===== src/rtl/uart_tx_pkg.sv =====
package uart_tx_pkg;

  typedef enum logic [2:0] {
    ST_IDLE,
    ST_START,
    ST_DATA,
    ST_PAR,
    ST_STOP
  } tx_state_e;

  // Field order matches the line-control bit positions (MSB first).
  typedef struct packed {
    logic       brk;
    logic       stick;
    logic       even;
    logic       par_en;
    logic       long_stop;
    logic [1:0] wlen;
  } line_cfg_t;

  // Index of the last data bit: 4..7 for 5..8 bit words.
  function automatic logic [2:0] last_data_idx(input logic [1:0] wlen);
    return {1'b1, wlen};
  endfunction

  // Index of the last 16x tick inside the stop period.
  function automatic logic [4:0] stop_last_tick(input logic [1:0] wlen, input logic long_stop);
    if (!long_stop) return 5'd15;
    else if (wlen == 2'b00) return 5'd23;
    else return 5'd31;
  endfunction

  function automatic logic [7:0] word_mask(input logic [1:0] wlen);
    return 8'hFF >> (3 - wlen);
  endfunction

  function automatic logic parity_value(input logic [7:0] data, input line_cfg_t cfg);
    logic ones;
    ones = ^(data & word_mask(cfg.wlen));
    if (cfg.stick) return ~cfg.even;
    return cfg.even ? ones : ~ones;
  endfunction

  function automatic logic [15:0] tick_limit(input logic [15:0] div);
    return (div == 16'd0) ? 16'd1 : div;
  endfunction

endpackage


===== src/rtl/uart_tx_baud.sv =====
module uart_tx_baud #(
  parameter int DIV_W = 16
) (
  input  logic             clk,
  input  logic             rst_n,
  input  logic             run,
  input  logic [DIV_W-1:0] divisor,
  output logic             tick
);
  import uart_tx_pkg::*;

  logic [DIV_W-1:0] cnt_q;
  logic [DIV_W-1:0] limit;

  assign limit = DIV_W'(tick_limit(16'(divisor)));
  assign tick  = run && (cnt_q == limit - 1'b1);

  always_ff @(posedge clk or negedge rst_n) begin
    if (!rst_n)       cnt_q <= '0;
    else if (!run)    cnt_q <= '0;
    else if (tick)    cnt_q <= '0;
    else              cnt_q <= cnt_q + 1'b1;
  end

  // with a divisor above one, two ticks are never adjacent
  p_tick_spacing_r1: assert property (@(posedge clk) disable iff (!rst_n)
    (tick && limit > 1) |=> !tick);

endmodule


===== src/rtl/uart_tx_hold.sv =====
module uart_tx_hold #(
  parameter int DEPTH = 4,
  parameter int W     = 8
) (
  input  logic         clk,
  input  logic         rst_n,
  input  logic         push,
  input  logic [W-1:0] wdata,
  input  logic         pop,
  output logic [W-1:0] rdata,
  output logic         empty,
  output logic         full
);
  localparam int LW = $clog2(DEPTH + 1);

  logic [LW-1:0] level;

  generate
    if (DEPTH == 1) begin : g_single
      logic [W-1:0] data_q;
      logic         valid_q;
      always_ff @(posedge clk or negedge rst_n) begin
        if (!rst_n) begin
          data_q  <= '0;
          valid_q <= 1'b0;
        end else begin
          if (push && !valid_q) begin
            data_q  <= wdata;
            valid_q <= 1'b1;
          end else if (pop) begin
            valid_q <= 1'b0;
          end
        end
      end
      assign rdata = data_q;
      assign level = LW'(valid_q);
    end else begin : g_ring
      localparam int PW = $clog2(DEPTH);
      logic [W-1:0]  mem [DEPTH];
      logic [PW-1:0] rd_q, wr_q;
      logic [LW-1:0] cnt_q;
      logic          do_push;
      assign do_push = push && (cnt_q != LW'(DEPTH));

      always_ff @(posedge clk or negedge rst_n) begin
        if (!rst_n) begin
          rd_q  <= '0;
          wr_q  <= '0;
          cnt_q <= '0;
          for (int i = 0; i < DEPTH; i++) mem[i] <= '0;
        end else begin
          if (do_push) begin
            mem[wr_q] <= wdata;
            wr_q      <= (wr_q == PW'(DEPTH - 1)) ? '0 : wr_q + 1'b1;
          end
          if (pop) rd_q <= (rd_q == PW'(DEPTH - 1)) ? '0 : rd_q + 1'b1;
          cnt_q <= cnt_q + LW'(do_push) - LW'(pop);
        end
      end
      assign rdata = mem[rd_q];
      assign level = cnt_q;
    end
  endgenerate

  assign empty = (level == '0);
  assign full  = (level == LW'(DEPTH));

  // a write into a full stage without a pop leaves the level at capacity
  p_no_overflow_r10: assert property (@(posedge clk) disable iff (!rst_n)
    (full && push && !pop) |=> full);

  // never pop an empty stage
  p_no_underflow_r10: assert property (@(posedge clk) disable iff (!rst_n)
    pop |-> !empty);

endmodule


===== src/rtl/uart_tx_shift.sv =====
module uart_tx_shift
  import uart_tx_pkg::*;
(
  input  logic      clk,
  input  logic      rst_n,
  input  logic      tick,
  input  logic      load,
  input  logic [7:0] load_data,
  input  line_cfg_t load_cfg,
  output logic      line,
  output logic      busy,
  output logic      frame_end
);

  tx_state_e  state_q;
  logic [7:0] shreg_q;
  logic [2:0] bidx_q;
  logic [2:0] dlast_q;
  logic [4:0] sub_q;
  logic [4:0] stop_last_q;
  logic       par_en_q;
  logic       par_val_q;
  logic       line_q;
  logic [4:0] bit_last;
  logic       bit_done;

  assign bit_last  = (state_q == ST_STOP) ? stop_last_q : 5'd15;
  assign bit_done  = tick && (sub_q == bit_last);
  assign frame_end = (state_q == ST_STOP) && bit_done;
  assign busy      = (state_q != ST_IDLE);
  assign line      = line_q;

  always_ff @(posedge clk or negedge rst_n) begin
    if (!rst_n) begin
      state_q     <= ST_IDLE;
      shreg_q     <= '0;
      bidx_q      <= '0;
      dlast_q     <= '0;
      sub_q       <= '0;
      stop_last_q <= 5'd15;
      par_en_q    <= 1'b0;
      par_val_q   <= 1'b0;
      line_q      <= 1'b1;
    end else if (load) begin
      state_q     <= ST_START;
      shreg_q     <= load_data;
      bidx_q      <= '0;
      dlast_q     <= last_data_idx(load_cfg.wlen);
      sub_q       <= '0;
      stop_last_q <= stop_last_tick(load_cfg.wlen, load_cfg.long_stop);
      par_en_q    <= load_cfg.par_en;
      par_val_q   <= parity_value(load_data, load_cfg);
      line_q      <= 1'b0;
    end else if (tick) begin
      if (!bit_done) begin
        sub_q <= sub_q + 1'b1;
      end else begin
        sub_q <= '0;
        unique case (state_q)
          ST_START: begin
            state_q <= ST_DATA;
            line_q  <= shreg_q[0];
            shreg_q <= shreg_q >> 1;
            bidx_q  <= '0;
          end
          ST_DATA: begin
            if (bidx_q == dlast_q) begin
              state_q <= par_en_q ? ST_PAR : ST_STOP;
              line_q  <= par_en_q ? par_val_q : 1'b1;
            end else begin
              bidx_q  <= bidx_q + 1'b1;
              line_q  <= shreg_q[0];
              shreg_q <= shreg_q >> 1;
            end
          end
          ST_PAR: begin
            state_q <= ST_STOP;
            line_q  <= 1'b1;
          end
          ST_STOP: begin
            state_q <= ST_IDLE;
            line_q  <= 1'b1;
          end
          default: state_q <= ST_IDLE;
        endcase
      end
    end
  end

  // the line level only moves at a bit boundary or at a load
  p_line_hold_r1: assert property (@(posedge clk) disable iff (!rst_n)
    ($past(busy) && !$past(bit_done) && !$past(load)) |-> $stable(line_q));

  // a load never interrupts a frame before its final stop edge
  p_load_at_end_r2: assert property (@(posedge clk) disable iff (!rst_n)
    (load && busy) |-> frame_end);

endmodule


===== src/rtl/uart_tx_core.sv =====
module uart_tx_core #(
  parameter int HOLD_DEPTH = 4,
  parameter int DIV_W      = 16
) (
  input  logic             clk,
  input  logic             rst_n,
  input  logic [DIV_W-1:0] divisor,
  input  logic [6:0]       line_ctrl,
  input  logic             wr_en,
  input  logic [7:0]       wr_data,
  output logic             txd,
  output logic             hold_empty,
  output logic             all_empty
);
  import uart_tx_pkg::*;

  line_cfg_t  cfg;
  logic       tick;
  logic       busy;
  logic       frame_end;
  logic       line;
  logic       load;
  logic       h_empty;
  logic       h_full;
  logic [7:0] h_data;

  assign cfg = line_cfg_t'(line_ctrl);

  uart_tx_hold #(.DEPTH(HOLD_DEPTH), .W(8)) u_hold (
    .clk   (clk),
    .rst_n (rst_n),
    .push  (wr_en),
    .wdata (wr_data),
    .pop   (load),
    .rdata (h_data),
    .empty (h_empty),
    .full  (h_full)
  );

  uart_tx_baud #(.DIV_W(DIV_W)) u_baud (
    .clk     (clk),
    .rst_n   (rst_n),
    .run     (busy),
    .divisor (divisor),
    .tick    (tick)
  );

  assign load = (!busy || frame_end) && !h_empty;

  uart_tx_shift u_shift (
    .clk       (clk),
    .rst_n     (rst_n),
    .tick      (tick),
    .load      (load),
    .load_data (h_data),
    .load_cfg  (cfg),
    .line      (line),
    .busy      (busy),
    .frame_end (frame_end)
  );

  assign txd        = line && !cfg.brk;
  assign hold_empty = h_empty;
  assign all_empty  = h_empty && !busy;

  // a load always draws a byte that was waiting
  p_load_needs_data_r2: assert property (@(posedge clk) disable iff (!rst_n)
    load |-> !hold_empty);

  // the cycle after a load the line carries the low start bit
  p_start_low_r3: assert property (@(posedge clk) disable iff (!rst_n)
    load |=> !txd);

  // idle line is mark unless break is on
  p_idle_mark_r7: assert property (@(posedge clk) disable iff (!rst_n)
    (!busy && !cfg.brk) |-> txd);

  // fully idle implies holder empty
  p_status_order_r9: assert property (@(posedge clk) disable iff (!rst_n)
    all_empty |-> hold_empty);

  // a full holder is never left full by a load without a write
  p_drain_r10: assert property (@(posedge clk) disable iff (!rst_n)
    (h_full && load && !wr_en) |=> !h_full);

endmodule


===== config.mk =====
export PLATFORM = sky130hd
export DESIGN_NAME = uart_tx_core
export DESIGN_NICKNAME = d
export VERILOG_FILES = /design/src/rtl/uart_tx_pkg.sv /design/src/rtl/uart_tx_baud.sv /design/src/rtl/uart_tx_hold.sv /design/src/rtl/uart_tx_shift.sv /design/src/rtl/uart_tx_core.sv
export SDC_FILE = /design/constraint.sdc
export NUM_CORES = 1
export LEC_CHECK = 0
export BUFFER_PORTS_ARGS = -buffer_cell sky130_fd_sc_hd__buf_2
export CAP_MARGIN = 40
export CELL_PAD_IN_SITES_DETAIL_PLACEMENT = 1
export CELL_PAD_IN_SITES_GLOBAL_PLACEMENT = 1
export CORE_UTILIZATION = 52
export CTS_CLUSTER_SIZE = 14
export DETAILED_ROUTE_END_ITERATION = 8
export PLACE_DENSITY_LB_ADDON = 0.1
export SLEW_MARGIN = 30
export SYNTH_ARGS = -nofsm -noshare
export SYNTH_HDL_FRONTEND = slang
export SYNTH_SLANG_ARGS = --single-unit

===== constraint.sdc =====
create_clock -name clk -period 8.05 [get_ports clk]
set_input_delay 1.61 -clock clk [delete_from_list [all_inputs] [get_ports clk]]
set_output_delay 1.61 -clock clk [all_outputs]
set_load 0.01 [all_outputs]

==> results list, run 1 <==
* Die area: ~9000 sq um
* Die Height: between 90 and 100 um
- Along the worst path, the maximum fanout reaches 23.
- Between clock sinks in the finished design, the worst skew comes to around 13 ps.
- Clock root buffer: sky130_fd_sc_hd__clkbuf_8
- Final layout net count: ~510
- Before CTS, the worst setup slack after placement is about 1300 ps.
- When the netlist entered floorplanning its net count stood at approximately 480.
* Inserted Clock Buffers: 9
- The first global-routing pass estimated approximately 19000 um of wire.
* Port-buffer cells: 36
* Max-cap check violation count: 0
* DRC violations left: 0
- Layout cells sized above 1: 0.222
- Part of the cycle the worst path needs: 0.771
- Final design utilization: 0.606
- At the end of routability-driven placement, the weighted congestion stood at around 0.81.
- Hold buffer count at cts: 0
- Slew Limit Headroom: 0.441
- Leakage power: ~0.0022 uW
- Maximum clock frequency: between 0.15 and 0.2 GHz
* Buffer depth of the longest clock path: 2
* PostCTS Resize Cnt: 0
* Number of pins with negative max-slew slack in the final report: 0
- Detailed placement ended at an HPWL of around 8000 um.
* Largest vdd supply drop: approximately 0.00016 V
- Core area: around 8400 sq um
* Number of routed nets with antenna violations: 0
- Clock latency on the worst-skew pair: roughly 350 ps
* Total power after layout: around 1300 uW
- In the final routed layout, each cell accounts on average for a little under 20 um.
- CTS tree: built
- Critical path capture point type: flop
- Via count of the first global-routing pass: approximately 3600
- Post-CTS Setup Bufs: 0
- After filler insertion, the fill cell instance count of the layout stands at between 900 and 1000.
- Cell area after synthesis: roughly 4600 sq um
* Summed negative setup slack over all endpoints: 0 ps
* Number of synthesized flops with an enable pin: 0
* Ordered list of cells on the worst path: buf_2 > or4_1 > nor2_1 > a31oi_1 > ha_1 > or3b_2 > o31a_1 > o32ai_1 > o22a_1 > nor4_4 > nand4_1 > a211o_1 > buf_6 > or2_1 > nand2_1 > ha_1 > fa_1
- Diodes inserted: 0
* Count of endpoints failing hold in the final timing report: 0
- Part of the Yosys area used for sequential elements: 0.446
- Worst Path Class, Setup: input pin to flop
- The clock net in this run drives a total of 82 sinks.
- WHS: between 500 and 600 ps
- The final route contains roughly 3500 vias.
- After clock tree synthesis, the clock-pin slew on the worst setup and hold paths is roughly 90 ps.
- After synthesis, the share of flip-flops with an asynchronous set or reset is 1.00.
* Horizontal die dimension: about 96 um
- Average via count per standard cell: slightly above 6
- Grouping stages by cell kind, the critical path spends the most delay in simple AND/OR/NAND/NOR gates.
* Count of mapped cells out of synthesis: 433
* Buffers plus inverters on the worst setup path: 2
- Remaining global-route overflow: 0
- The most numerous cell type found on the critical path is sky130_fd_sc_hd__ha_1.
- Total Routed Length: between 10000 and 15000 um
- Warnings, synthesis: 0
- Among all stages on the critical path, the largest delay is contributed by sky130_fd_sc_hd__or4_1.
- Power density over cell area: roughly 250 nW/um^2
- Setup repair after global routing left no endpoint under its margin.
* First-pass iteration count of the detailed router: 4
- Subtracting the final worst setup slack from the clock period gives a little over 6000 ps.
- Data arrives at the worst endpoint at ~6400 ps.
- The number of different library cells used by synthesis comes to 61.
- Outcome: complete, no violations
- Critical path's largest stage delay: around 670 ps
* Post-Syn Area per Cell: 10.6 sq um
- After synthesis the netlist holds a flip-flop and latch count of just over 80.
- Entering global routing, the biggest net connects 83 pins.
- Worst hold path class: flop to flop
* Setup crit start kind: input pin
- Effective utilization at floorplan: 0.549
* Leading register cell type out of synthesis: sky130_fd_sc_hd__dfrtp_1
- At the worst endpoint, the required time is just over 8000 ps.
- Final worst setup slack: 1840 ps
* Layout overhead on the synthesized area: 10.4%
- For this run, the total global-route usage over all layers was measured as 0.270.
- Actual slew at the worst max-slew pin: 830 ps
- The number of antenna violations at the first check in global routing was 0.
* H-tree depth: 3
* # rows: 33
- Setup violations remaining at the end of the flow were counted as 0.
* Num ports: 37
* Iteration-0 DRC count of the detailed router: approximately 120
worst paths after layout:
check	from	to	slack [ps]	cells past startpoint
setup reg to reg	u_shift.state_q[2]$_DFFE_PN0P_	u_hold.g_ring.cnt_q[1]$_DFF_PN0_	4160	10
max in group asynchronous	rst_n	u_hold.g_ring.mem[27]$_DFFE_PN0P_	6430	2
hold / removal	u_shift.shreg_q[4]$_DFFE_PN0P_	u_shift.shreg_q[4]$_DFFE_PN0P_	510	1
hold reg to reg	u_shift.shreg_q[4]$_DFFE_PN0P_	u_shift.shreg_q[4]$_DFFE_PN0P_	510	1
min in group asynchronous	rst_n	u_shift.sub_q[3]$_DFFE_PN0P_	1060	1
setup / recovery	divisor[4]	u_hold.g_ring.cnt_q[1]$_DFF_PN0_	1840	17
metal layers:
| metal | GRT usage | part of all wire | vias to the layer above |
|---|---|---|---|
| met4 | 0.0846 | 0.017 | 0 |
| met5 | 0 | 0 | - |
| met2 | 0.459 | 0.50 | 50 |
| met1 | 0.354 | 0.46 | 1781 |
| li1 | - | - | 1642 |
| met3 | 0.0403 | 0.026 | 19 |
cell usage in the layout, fill, tap and decap left out, types with 12 or more instances in the layout:
cell type / instances
sky130_fd_sc_hd__nand3_1: 25
sky130_fd_sc_hd__xor2_1: 21
sky130_fd_sc_hd__buf_2: 35
sky130_fd_sc_hd__a21oi_1: 12
sky130_fd_sc_hd__inv_1: 12
sky130_fd_sc_hd__dfrtp_1: 80
sky130_fd_sc_hd__xnor2_1: 21
sky130_fd_sc_hd__nand2_1: 32
sky130_fd_sc_hd__nor3_1: 12
sky130_fd_sc_hd__mux2_2: 35
sky130_fd_sc_hd__nor2_1: 37
registers in the layout, summed over array words and instances (netlist names):
register,cells
u_hold.g_ring.wr_q,2
u_shift.dlast_q,3
u_shift.par_val_q,1
u_shift.bidx_q,3
u_shift.state_q,3
u_shift.sub_q,5
u_shift.par_en_q,1
u_hold.g_ring.rd_q,2
u_shift.stop_last_q,2
u_hold.g_ring.mem,32
u_shift.shreg_q,8
u_shift.line,1
u_baud.cnt_q,16
u_hold.g_ring.cnt_q,3
through the flow:
step	area, sq um	std cells
after floorplan	4600	433
after global placement	4850	559
after detailed placement	4860	559
after CTS	5040	575
after global routing	5080	577
final	5080	577
kinds of logic after synthesis:
family | Yosys count | synth area share
DFF | 82 | 0.446
muxes | 45 | 0.130
adders and majority gates | 12 | 0.0337
AOI/OAI and AO/OA | 68 | 0.102
and+or+nand+nor | 156 | 0.179
xor gates and xnor gates | 43 | 0.0848
buffers and inverters | 27 | 0.0242
cell type report:
class | instances | area (sq um) | share of cell area
clock buffers | 10 | 138 | 0.0271
clock inverters | 6 | 48.8 | 0.00960
inverters | 12 | 45.0 | 0.00886
multi-input cells | 324 | 2440 | 0.480
flip-flops and latches | 82 | 2050 | 0.404
well taps | 105 | 131 | 0.0259
repair buffers | 38 | 225 | 0.0443
power breakdown:
group          internal [uW]  leakage, uW  switching, uW
registers                519      0.00102           83.0
logic                    210      0.00108            182
clock network            123    0.0000855            160
synth_stat cells (all sizes together) (2+ instances only):
cell type / count / area [sq um]
a21oi: 12 / 60.1
and2: 2 / 12.5
or3b: 3 / 26.3
clkbuf: 11 / 41.3
dfstp: 2 / 52.6
dfrtp: 80 / 2000
nor3b: 3 / 22.5
o22a: 7 / 61.3
o211ai: 2 / 15.0
mux2: 37 / 417
o21a: 6 / 45.0
ha: 10 / 125
nand2: 32 / 120
o31ai: 2 / 15.0
nor2b: 2 / 12.5
nor4b: 3 / 32.5
and4: 2 / 17.5
mux4: 8 / 180
nand4: 4 / 25.0
nor3: 12 / 60.1
nor2: 37 / 139
o32ai: 4 / 35.0
and3: 7 / 43.8
xnor2: 21 / 184
or3: 5 / 31.3
or4: 4 / 30.0
nand2b: 3 / 18.8
o22ai: 2 / 12.5
nand3: 25 / 125
inv: 12 / 45.0
nor4: 6 / 58.8
buf: 4 / 25.0
o21ai: 14 / 70.1
a211o: 3 / 26.3
a31oi: 7 / 43.8
o31a: 2 / 17.5
xor2: 21 / 184
o41ai: 2 / 25.0
or2: 2 / 12.5
Note: power is estimated with default switching activity, not from simulation.
==> run 2, diff against run 1 <==
Settings changed: CORE_UTILIZATION 52 to 48.
Clock period 8.05 ns to 6.4 ns, I/O delays scaled along.
==> results list, run 2 (synthesis gave the netlist of run 1 again) <==
* Fin crit period: 5360 ps
- The worst setup path is launched from an input pin.
* Crit Path Max Fanout: 12
- Number of antenna violations at the first check in global routing: 0
* Hold_sp: u_hold.g_ring.mem[1]$_DFFE_PN0P_
- Estimated wirelength of the detail-placed design: 7780 um
- Leakage power: around 0.0022 uW
* DRC violations left: 0
- For the worst-skew pair, the clock arrives at the later sink with an insertion delay of between 300 and 400 ps.
- Average via count per standard cell: roughly 5.7
- The highest layer touched by signal routing is met4.
* Detailed-route wire length per cell: approximately 18 um
- For this run, the slowest stage of the critical path takes slightly below 700 ps.
* Final count of negative-setup-slack endpoints: 0
- The region available for standard cell placement spans 9280 sq um.
* Ordered list of cells on the worst path: buf_2 > or4_1 > nor2_1 > a31oi_1 > ha_1 > or3b_2 > o31a_1 > o32ai_1 > o22a_1 > nor4_4 > nand4_1 > buf_4 > a211o_1 > or2_1 > nand2_1 > ha_1 > fa_1
* R2R depth: 10
- The path with the worst hold slack has its endpoint at u_hold.g_ring.mem[1]$_DFFE_PN0P_.
- Counting instances, the worst hold path has a depth of 1.
* Multi-input gate area: between 2000 and 2500 sq um
- R2R Setup Slk: 2940 ps
- The final number of hold-violating endpoints was 0.
* CP max stage cell: sky130_fd_sc_hd__or4_1
- By startpoint and endpoint, the worst setup path is classified as input pin to flop.
- Data required time of the critical path: approximately 6600 ps
* Register cell area after layout: ~2100 sq um
- The routed design uses about 220 um of met3 wire.
- Of the available clock period, the critical path in the final layout requires 0.838.
- Clock-pin transition on the worst setup and hold timing paths: 90 ps
- Across all hold checks on the routed design, the worst slack comes to between 500 and 600 ps.
- The layout has about 1100 filler cells.
* Unrepaired setup endpoints after global routing: no
* FF-to-FF Start: u_shift.state_q[2]$_DFFE_PN0P_
* Num ports: 37
- # rows: 35
- In this run the power density over the cells is 327 nW/um^2.
- The initial utilization of the core area, before any placement, comes to 0.496.
- Post-CTS Setup Bufs: 0
- Top library cells by usage in the layout, fill and taps aside: sky130_fd_sc_hd__dfrtp_1 (80), sky130_fd_sc_hd__nor2_1 (37), sky130_fd_sc_hd__mux2_2 (35), sky130_fd_sc_hd__buf_2 (35), sky130_fd_sc_hd__nand2_1 (32)
- Detailed routing placed a total of about 5300 um of wire on met2.
* Hold buffer count at cts: 0
- The worst pin sits at a relative slew slack of 0.491.
- Fin Clk Skew: ~12 ps
* Endpoint of the worst register-to-register path: u_hold.g_ring.cnt_q[1]$_DFF_PN0_
- At the worst endpoint, the arrival time is approximately 5600 ps.
* Maximum clock frequency: roughly 0.19 GHz
- Once detail routing completed, the nets flagged for antenna violations numbered 0.
- The final max-slew violation count is 0.
- Compared with the post-synthesis result, the final layout area differs by 11.6%.
* Largest vdd supply drop: around 0.00019 V
- The die is approximately 100 um wide.
- The floorplan step set the die height to 99.9 um.
- Worst hold path class: flop to flop
* Routability congestion estimate from global placement: between 0.8 and 0.9
* Total Routed Length: 10700 um
- PostCTS Resize Cnt: 0
- Pin count of the biggest net entering global routing: 60
- The detailed router placed approximately 3400 vias in this run.
- TritonCTS created 9 clock buffers.
* CP most frequent cell: sky130_fd_sc_hd__ha_1
- Global routing finished with a remaining overflow of 0.
* Layout cells sized above 1: 0.224
- The register with the most flip-flops in the layout has 32 of them.
* Critical Path Start: divisor[4]
- Sum of routed wire segments on met1: around 5000 um
- The largest registers in the layout are u_hold.g_ring.mem x32, u_baud.cnt_q x16, u_shift.shreg_q x8.
- The first detailed-routing pass ran for 4 iterations.
* Actual slew at the worst max-slew pin: about 760 ps
- Max-cap check violation count: 0
- The register with the most flip-flops in the final layout is u_hold.g_ring.mem.
- Leaving out fill and tap cells, the most frequent cell in the layout is sky130_fd_sc_hd__dfrtp_1.
* Total power after layout: ~1700 uW
- H-tree depth: 3
* Buffer depth of the longest clock path: 2
- The first global-routing pass estimated about 18000 um of wire.
- Diodes inserted: 0
* Die area: roughly 10000 sq um
- Global-route total usage across every layer: 0.238
* Final layout net count: between 500 and 600
- CTS Sinks: between 80 and 90
- STA classifies the critical path endpoint as a flop.
* Clock root buffer: sky130_fd_sc_hd__clkbuf_8
* Summed negative setup slack over all endpoints: 0 ps
* Via count of the first global-routing pass: between 3000 and 4000
- TritonCTS built the clock tree.
* Port-buffer cells: 36
- For this block, the initial DRC count from the detailed router was just over 90.
- Outcome: complete, no violations
==> run 2: changes by cell type in the layout (fill, tap and decap cells not counted) <==
| cell | before | now |
|---|---|---|
| sky130_fd_sc_hd__inv_6 | 2 | 3 |
| sky130_fd_sc_hd__buf_16 | 1 | 0 |
| sky130_fd_sc_hd__clkinv_8 | 0 | 1 |
| sky130_fd_sc_hd__bufinv_16 | 0 | 2 |
| sky130_fd_sc_hd__clkinvlp_4 | 3 | 0 |
| sky130_fd_sc_hd__buf_6 | 2 | 0 |
| sky130_fd_sc_hd__clkbuf_8 | 10 | 9 |
| sky130_fd_sc_hd__buf_4 | 0 | 4 |
==> run 2: worst max-delay path by stage <==
stage                                             to  slack [ps]  depth (start not counted)
global route        u_hold.g_ring.cnt_q[1]$_DFF_PN0_         810                         17
finish              u_hold.g_ring.cnt_q[1]$_DFF_PN0_        1040                         17
CTS                 u_hold.g_ring.cnt_q[1]$_DFF_PN0_        1040                         17
detailed placement  u_hold.g_ring.cnt_q[1]$_DFF_PN0_         650                         17
floorplan           u_hold.g_ring.cnt_q[2]$_DFF_PN0_         970                         20
global placement    u_hold.g_ring.cnt_q[1]$_DFF_PN0_         870                         17
==> run 2: layout make-up <==
type                    count  share of cell area
multi-input cells         324               0.474
flip-flops and latches     82               0.400
repair buffers             39              0.0399
well taps                 129              0.0314
clock buffers               9              0.0241
clock inverters             7              0.0217
inverters                  12             0.00876
==> run 2: report_power, final <==
part | total, uW | internal, uW | switching (uW)
sequential | 751 | 653 | 98.4
clock | 443 | 228 | 215
combinational | 486 | 263 | 223
total | 1680 | 1140 | 536
==> run 2: critical path: cells and delay by family <==
family | cells | cell delay (ps)
and+or+nand+nor | 7 | 2090
adders and majority gates | 3 | 890
buffers and inverters | 2 | 350
AOI/OAI and AO/OA | 5 | 980
==> run 2: metal layers <==
metal / GRT usage / vias up
met4: 0.0803 / 0
met3: 0.0369 / 13
met2: 0.405 / 28
met1: 0.310 / 1721
li1: - / 1647
met5: 0 / -
==> run 2: per-stage QoR <==
step / setup slack, ps / area [sq um] / utilization / std cells
floorplan: 972 / 4600 / - / 433
finish: 1040 / 5140 / 0.554 / 602
detailed placement: 655 / 4900 / 0.528 / 586
global route: 812 / 5140 / 0.554 / 602
global placement: 870 / 4900 / 0.528 / 586
CTS: 1040 / 5140 / 0.554 / 602
